<file path="src/rtl/codec_bridge_pkg.sv">
package codec_bridge_pkg;

  // Bit positions decoded by software; kept fixed.
  localparam int BUSY_BIT = 15;
  localparam int DIR_BIT  = 7;
  localparam int RST_BIT  = 15;
  localparam int EN_BIT   = 14;
  localparam int UP_BIT   = 0;
  localparam int FOUND_BIT = 1;
  localparam int FAIL_BIT = 2;

  typedef enum logic [1:0] {
    PH_IDLE = 2'd0,
    PH_WAIT = 2'd1,
    PH_DONE = 2'd2
  } phase_e;

  // Strobes from the sequencer to the datapath.
  typedef struct packed {
    logic accept;    // command taken this edge
    logic capRead;   // codec ack this edge
    logic zeroRead;  // command met a link that is down
    logic busy;      // transaction in progress
  } strobe_t;

endpackage

</file>
<file path="src/rtl/codec_bridge_ctrl.sv">
module codec_bridge_ctrl
  import codec_bridge_pkg::*;
(
  input  logic    clk,
  input  logic    rstN,
  input  logic    cmdHit,
  input  logic    linkUp,
  input  logic    codecAck,
  output strobe_t strb,
  output logic    codecReq,
  output logic    linkErr
);

  phase_e phase, phaseNext;
  logic   accept;

  assign accept = cmdHit && (phase == PH_IDLE);

  always_comb begin
    phaseNext = phase;
    unique case (phase)
      PH_IDLE: if (accept) phaseNext = linkUp ? PH_WAIT : PH_DONE;
      PH_WAIT: if (codecAck) phaseNext = PH_DONE;
      PH_DONE: phaseNext = PH_IDLE;
      default: phaseNext = PH_IDLE;
    endcase
  end

  always_ff @(posedge clk) begin
    if (!rstN) begin
      phase   <= PH_IDLE;
      linkErr <= 1'b0;
    end else begin
      phase   <= phaseNext;
      linkErr <= accept && !linkUp;
    end
  end

  always_comb begin
    strb.accept   = accept;
    strb.capRead  = (phase == PH_WAIT) && codecAck;
    strb.zeroRead = accept && !linkUp;
    strb.busy     = (phase != PH_IDLE);
  end

  assign codecReq = (phase == PH_WAIT);

endmodule

</file>
<file path="src/rtl/codec_bridge_dp.sv">
module codec_bridge_dp
  import codec_bridge_pkg::*;
#(
  parameter int ADDR_W  = 8,
  parameter int HDATA_W = 32,
  parameter int CREG_AW = 7,
  parameter int CDATA_W = 16,
  parameter logic [ADDR_W-1:0] OFF_CTRL = 'h00,
  parameter logic [ADDR_W-1:0] OFF_CMD  = 'h18,
  parameter logic [ADDR_W-1:0] OFF_DATA = 'h1C
) (
  input  logic               clk,
  input  logic               rstN,
  input  logic [ADDR_W-1:0]  hostAddr,
  input  logic               hostWrEn,
  input  logic [HDATA_W-1:0] hostWrData,
  output logic [HDATA_W-1:0] hostRdData,
  input  strobe_t            strb,
  input  logic [CDATA_W-1:0] codecRdData,
  input  logic               linkReadyIn,
  input  logic               codecFoundIn,
  input  logic               linkFailIn,
  output logic               cmdHit,
  output logic               linkUp,
  output logic               linkRstOut,
  output logic               linkEnOut,
  output logic               codecRnw,
  output logic [CREG_AW-1:0] codecAddr,
  output logic [CDATA_W-1:0] codecWrData
);

  logic               ctrlHit, dataHit;
  logic               ctrlRst, ctrlEn;
  logic               cmdRead;
  logic [CREG_AW-1:0] cmdAddr;
  logic [CDATA_W-1:0] dataReg;
  logic               newIsRead;

  assign ctrlHit   = hostWrEn && (hostAddr == OFF_CTRL);
  assign cmdHit    = hostWrEn && (hostAddr == OFF_CMD);
  assign dataHit   = hostWrEn && (hostAddr == OFF_DATA);
  assign newIsRead = hostWrData[DIR_BIT];

  always_ff @(posedge clk) begin
    if (!rstN) begin
      ctrlRst <= 1'b1;
      ctrlEn  <= 1'b0;
    end else if (ctrlHit) begin
      ctrlRst <= hostWrData[RST_BIT];
      ctrlEn  <= hostWrData[EN_BIT];
    end
  end

  always_ff @(posedge clk) begin
    if (!rstN) begin
      cmdRead <= 1'b0;
      cmdAddr <= '0;
    end else if (strb.accept) begin
      cmdRead <= newIsRead;
      cmdAddr <= hostWrData[CREG_AW-1:0];
    end
  end

  always_ff @(posedge clk) begin
    if (!rstN) begin
      dataReg <= '0;
    end else if (strb.zeroRead && newIsRead) begin
      dataReg <= '0;
    end else if (strb.capRead && cmdRead) begin
      dataReg <= codecRdData;
    end else if (dataHit && !strb.busy) begin
      dataReg <= hostWrData[CDATA_W-1:0];
    end
  end

  assign linkUp     = ctrlEn && !ctrlRst && linkReadyIn;
  assign linkRstOut = ctrlRst;
  assign linkEnOut  = ctrlEn && !ctrlRst;

  assign codecRnw    = cmdRead;
  assign codecAddr   = cmdAddr;
  assign codecWrData = dataReg;

  always_comb begin
    hostRdData = '0;
    if (hostAddr == OFF_CTRL) begin
      hostRdData[RST_BIT]   = ctrlRst;
      hostRdData[EN_BIT]    = ctrlEn;
      hostRdData[UP_BIT]    = linkUp;
      hostRdData[FOUND_BIT] = codecFoundIn;
      hostRdData[FAIL_BIT]  = linkFailIn;
    end else if (hostAddr == OFF_CMD) begin
      hostRdData[BUSY_BIT]      = strb.busy;
      hostRdData[DIR_BIT]       = cmdRead;
      hostRdData[CREG_AW-1:0]   = cmdAddr;
    end else if (hostAddr == OFF_DATA) begin
      hostRdData[CDATA_W-1:0]   = dataReg;
    end
  end

endmodule

</file>
<file path="src/rtl/codec_reg_bridge.sv">
module codec_reg_bridge
  import codec_bridge_pkg::*;
#(
  parameter int ADDR_W  = 8,
  parameter int HDATA_W = 32,
  parameter int CREG_AW = 7,
  parameter int CDATA_W = 16
) (
  input  logic               clk,
  input  logic               rstN,
  input  logic [ADDR_W-1:0]  hostAddr,
  input  logic               hostWrEn,
  input  logic [HDATA_W-1:0] hostWrData,
  output logic [HDATA_W-1:0] hostRdData,
  output logic               linkRstOut,
  output logic               linkEnOut,
  input  logic               linkReadyIn,
  input  logic               codecFoundIn,
  input  logic               linkFailIn,
  output logic               codecReq,
  output logic               codecRnw,
  output logic [CREG_AW-1:0] codecAddr,
  output logic [CDATA_W-1:0] codecWrData,
  input  logic               codecAck,
  input  logic [CDATA_W-1:0] codecRdData,
  output logic               linkErrPulse
);

  strobe_t strb;
  logic    cmdHit;
  logic    linkUp;
  logic    busyNow;

  assign busyNow = strb.busy;

  codec_bridge_ctrl u_ctrl (
    .clk      (clk),
    .rstN     (rstN),
    .cmdHit   (cmdHit),
    .linkUp   (linkUp),
    .codecAck (codecAck),
    .strb     (strb),
    .codecReq (codecReq),
    .linkErr  (linkErrPulse)
  );

  codec_bridge_dp #(
    .ADDR_W  (ADDR_W),
    .HDATA_W (HDATA_W),
    .CREG_AW (CREG_AW),
    .CDATA_W (CDATA_W)
  ) u_dp (
    .clk          (clk),
    .rstN         (rstN),
    .hostAddr     (hostAddr),
    .hostWrEn     (hostWrEn),
    .hostWrData   (hostWrData),
    .hostRdData   (hostRdData),
    .strb         (strb),
    .codecRdData  (codecRdData),
    .linkReadyIn  (linkReadyIn),
    .codecFoundIn (codecFoundIn),
    .linkFailIn   (linkFailIn),
    .cmdHit       (cmdHit),
    .linkUp       (linkUp),
    .linkRstOut   (linkRstOut),
    .linkEnOut    (linkEnOut),
    .codecRnw     (codecRnw),
    .codecAddr    (codecAddr),
    .codecWrData  (codecWrData)
  );

endmodule

</file>
<file path="config.mk">
export PLATFORM = sky130hd
export DESIGN_NAME = codec_reg_bridge
export DESIGN_NICKNAME = d
export VERILOG_FILES = /design/src/rtl/codec_bridge_pkg.sv /design/src/rtl/codec_bridge_ctrl.sv /design/src/rtl/codec_bridge_dp.sv /design/src/rtl/codec_reg_bridge.sv
export SDC_FILE = /design/constraint.sdc
export NUM_CORES = 1
export LEC_CHECK = 0
export ABC_AREA = 0
export ABC_CLOCK_PERIOD_IN_PS = 1700
export BUFFER_PORTS_ARGS = -buffer_cell sky130_fd_sc_hd__buf_2
export CAP_MARGIN = 40
export CELL_PAD_IN_SITES_DETAIL_PLACEMENT = 1
export CELL_PAD_IN_SITES_GLOBAL_PLACEMENT = 1
export CORE_ASPECT_RATIO = 1.25
export CORE_MARGIN = 3
export CORE_UTILIZATION = 27
export DETAILED_ROUTE_END_ITERATION = 10
export GPL_TIMING_DRIVEN = 1
export PLACE_DENSITY_LB_ADDON = 0.1
export SETUP_SLACK_MARGIN = 0.02
export SYNTH_ARGS = -nofsm -noshare
export SYNTH_HDL_FRONTEND = slang
export SYNTH_SLANG_ARGS = --single-unit
</file>
<file path="constraint.sdc">
create_clock -name clk -period 1.7 [get_ports clk]
set_input_delay 0.255 -clock clk [delete_from_list [all_inputs] [get_ports clk]]
set_output_delay 0.255 -clock clk [all_outputs]
set_load 0.01 [all_outputs]
</file>
==> flow_summary.yaml <==
flow_run:
  drv_cap: 0
setup_path:
  endpoint_kind: "primary output"
  worst-setup-path-type: "input pin to primary output"
  r2r-start: "u_ctrl.phase[0]"
  worstSetupStartpointType: "input pin"
  crit_chain: "buf_2, nor4_4, and3_4, buf_4, a22o_1, buf_2"
  cpMostUsedCell: "buf_2"
  slowest_stage: "nor4_4"
  cpPeakStageDelay_ns: 0.29
  cpLargestDelayFamily: "simple AND/OR/NAND/NOR gates"
  reg2reg_slack_ns: 0.22
  r2r_cells: 5
  worstReg2RegEnd: "u_dp.codecRnw"
  cp_max_fo: 6
  cp.arrival_ns: 1.34
  cp_num_buf_inv: 3
  cp.required_ns: 1.44
sta:
  report.final.slew_viol_count: 0
  finalHoldViolCount: 0
  timing.fmax_ghz: 0.626
  post-route-period-util_pct: 93.9
  fin_skew_ns: 0.00178
  finalSetupTns_ns: 0
  rsz0062_at_grt: "no"
  period_minus_slack_ns: 1.60
  setup-violations-final: 0
die:
  io_pins: 123
  rows: 31
  die_area_um2: 7060
  initial_core_util_pct: 28.0
  die_x_um: 75.7
  die_y_um: 93.2
  coreArea_um2: 5860
logic_synthesis:
  ys_ff_latch: 29
  synthArstFlopShare_pct: 0
  yosysWarnings: 0
  synth-edff-count: 0
  syn_avg_cell_area_um2: 9.43
  synth_top_area_share_pct: 35.4
  yosysUniqueCellTypes: 30
  synth_area_um2: 1640
  synth_flop_cell: "dfxtp_1"
  yosys-top-cells-area: "dfxtp_1 35%, mux2i_1 15%, buf_4 8.2%"
  synthCells: 174
  synth_top_cell_by_area: "dfxtp_1"
  yosysSeqAreaShare_pct: 35.4
placed_design:
  hpwl_um: 3940
  portBuffers: 90
  place.gp.congestion: 0.727
  numPlacedInstances: 347
clock_network:
  numClockSinks: 29
  cts_tree: "built"
  cts_root_buf: "clkbuf_8"
  cts_buffer_depth: 2
  cts_made_buffers: 5
  ctsHoldBuffers: 0
  insertion_delay_ns: 0.28
  cts.clk_slew.worst_paths_ns: 0.06
  cts_max_level: 2
global_routing:
  grt_pass1_wl_um: 7730
  antenna_found_initial: 0
  grt_usage_pct: 14.8
  grt_pass1_vias: 1551
  grt_max_degree: 33
  grt.overflow.total: 0
drt:
  drt_iter0_drc: 45
  vias: 1607
  first_pass_iters: 4
  via_per_inst: 4.50
  finalWirelength_um: 5200
  routedWlPerCell_um: 14.6
  drc: 0
  ant_nets: 0
finish:
  fin_cells: 357
  layout_commonest_cell: "buf_2"
  layout.area.seq_um2: 581
  fin_util_pct: 39.7
  drive_above_1_share_pct: 44.0
  multiInputGateArea_um2: 958
  nNetsFinal: 337
  antenna_cells: 0
  area_growth_pct: 41.7
  final_cell_mix: "88 x buf_2, 29 x dfxtp_1, 24 x mux2i_1"
  nFillCells: 717
pwr:
  p_leak_nw: 1.29
  pwr-share-comb_pct: 10.5
  irDropWorstVdd_mv: 0.231
  p_clk_share_pct: 39.3
  p_seq_share_pct: 50.2
  p_switching_mw: 0.319
  total_power_mw: 1.36
  intPower_mw: 1.04
  swShare_pct: 23.5
  powerDensity_nw_per_um2: 583
worst_hold_path:
  hp-class: "input pin to flip-flop"
  holdPathStages: 3
  hold_end: "u_dp.linkRstOut"
  min-delay-start: "hostWrData[15]"
status:
  status: "finished, final reports clean"
-- state kept, by name (all words and copies together), names as in the netlist --
signal	cells
u_ctrl.phase	2
u_dp.codecAddr	7
u_ctrl.linkErr	1
u_dp.codecRnw	1
u_dp.linkRstOut	1
u_dp.codecWrData	16
u_dp.ctrlEn	1
-- worst max-delay path by stage --
| stage | start | to | slack, ns | depth (start not counted) |
|---|---|---|---|---|
| 2_1_floorplan | hostAddr[1] | hostRdData[6] | 0.20 | 5 |
| 3_3_place_gp | hostAddr[4] | hostRdData[1] | 0.06 | 7 |
| 3_5_place_dp | hostAddr[5] | hostRdData[1] | 0.06 | 7 |
| 4_1_cts | hostAddr[5] | hostRdData[1] | 0.06 | 7 |
| 5_1_grt | hostAddr[6] | hostRdData[2] | 0.02 | 7 |
| 6_report | hostAddr[6] | hostRdData[7] | 0.10 | 6 |
-- through the flow --
stage | instance area (um^2) | hold WS [ns] | worst slack, ns
3_5_place_dp | 2180 | 0.516 | 0.0641
4_1_cts | 2260 | 0.226 | 0.0638
6_report | 2330 | 0.234 | 0.103
3_3_place_gp | 2180 | 0.505 | 0.0633
5_1_grt | 2330 | 0.226 | 0.0217
2_1_floorplan | 1700 | 0.383 | 0.196
-- final cells by class --
cell class              instances  area share (%)
flip-flops and latches         29            25.0
multi-input cells             133            41.2
clock buffers                   8            3.44
well taps                      82            4.41
repair buffers                104            25.8
inverters                       1           0.161
-- routing by layer --
metal	wire length [um]	part of all wire, %	up-vias	track usage (%)
li1	-	-	792	-
met1	2100	40	753	17.2
met2	2640	51	56	24.4
met3	381	7.3	6	4.84
met4	78	1.5	0	5.69
met5	0	0	-	0
-- repair_timing --
item / 4_1_cts / 5_1_grt
gates resized for setup: 0 / 13
buffers inserted: 0 / 2
endpoints found under the setup margin: 0 / 14
-- synthesized netlist by cell type, types with 2 or more instances --
master	count
a22oi_1	2
a22o_1	6
nand3_1	5
buf_2	2
dfxtp_1	29
and2_1	8
nand2_1	7
buf_6	2
clkbuf_1	4
a211oi_1	16
nor2b_1	12
buf_4	18
nor2_1	18
o21ai_0	2
mux2i_1	24
nor3b_2	3
and3_1	2
o21a_1	2
-- power by group through the flow --
stage / Sequential, mW / Clock [mW] / Combinational (mW)
floorplan: 0.696 / 0 / 0.0747
global placement: 0.696 / 0 / 0.131
detailed placement: 0.696 / 0 / 0.131
CTS: 0.681 / 0.562 / 0.132
global route: 0.681 / 0.593 / 0.157
finish: 0.681 / 0.534 / 0.142
-- tightest hold or removal path, stage by stage --
cell	delay (ns)
buf_2	0.09
nand3_1	0.06
nand3_1	0.07
-- cell families (layout without fill, tap and decap cells) --
| group | Yosys count | in the layout | share of synthesized area, % |
|---|---|---|---|
| and+or+nand+nor | 61 | 61 | 22.7 |
| AOI/OAI and AO/OA | 32 | 32 | 15.7 |
| DFF | 29 | 29 | 35.4 |
| buffers and inverters | 27 | 113 | 11.4 |
| muxes | 24 | 24 | 14.6 |
| other | 1 | 16 | 0.228 |
No activity file was read; power rests on OpenSTA's default activity.
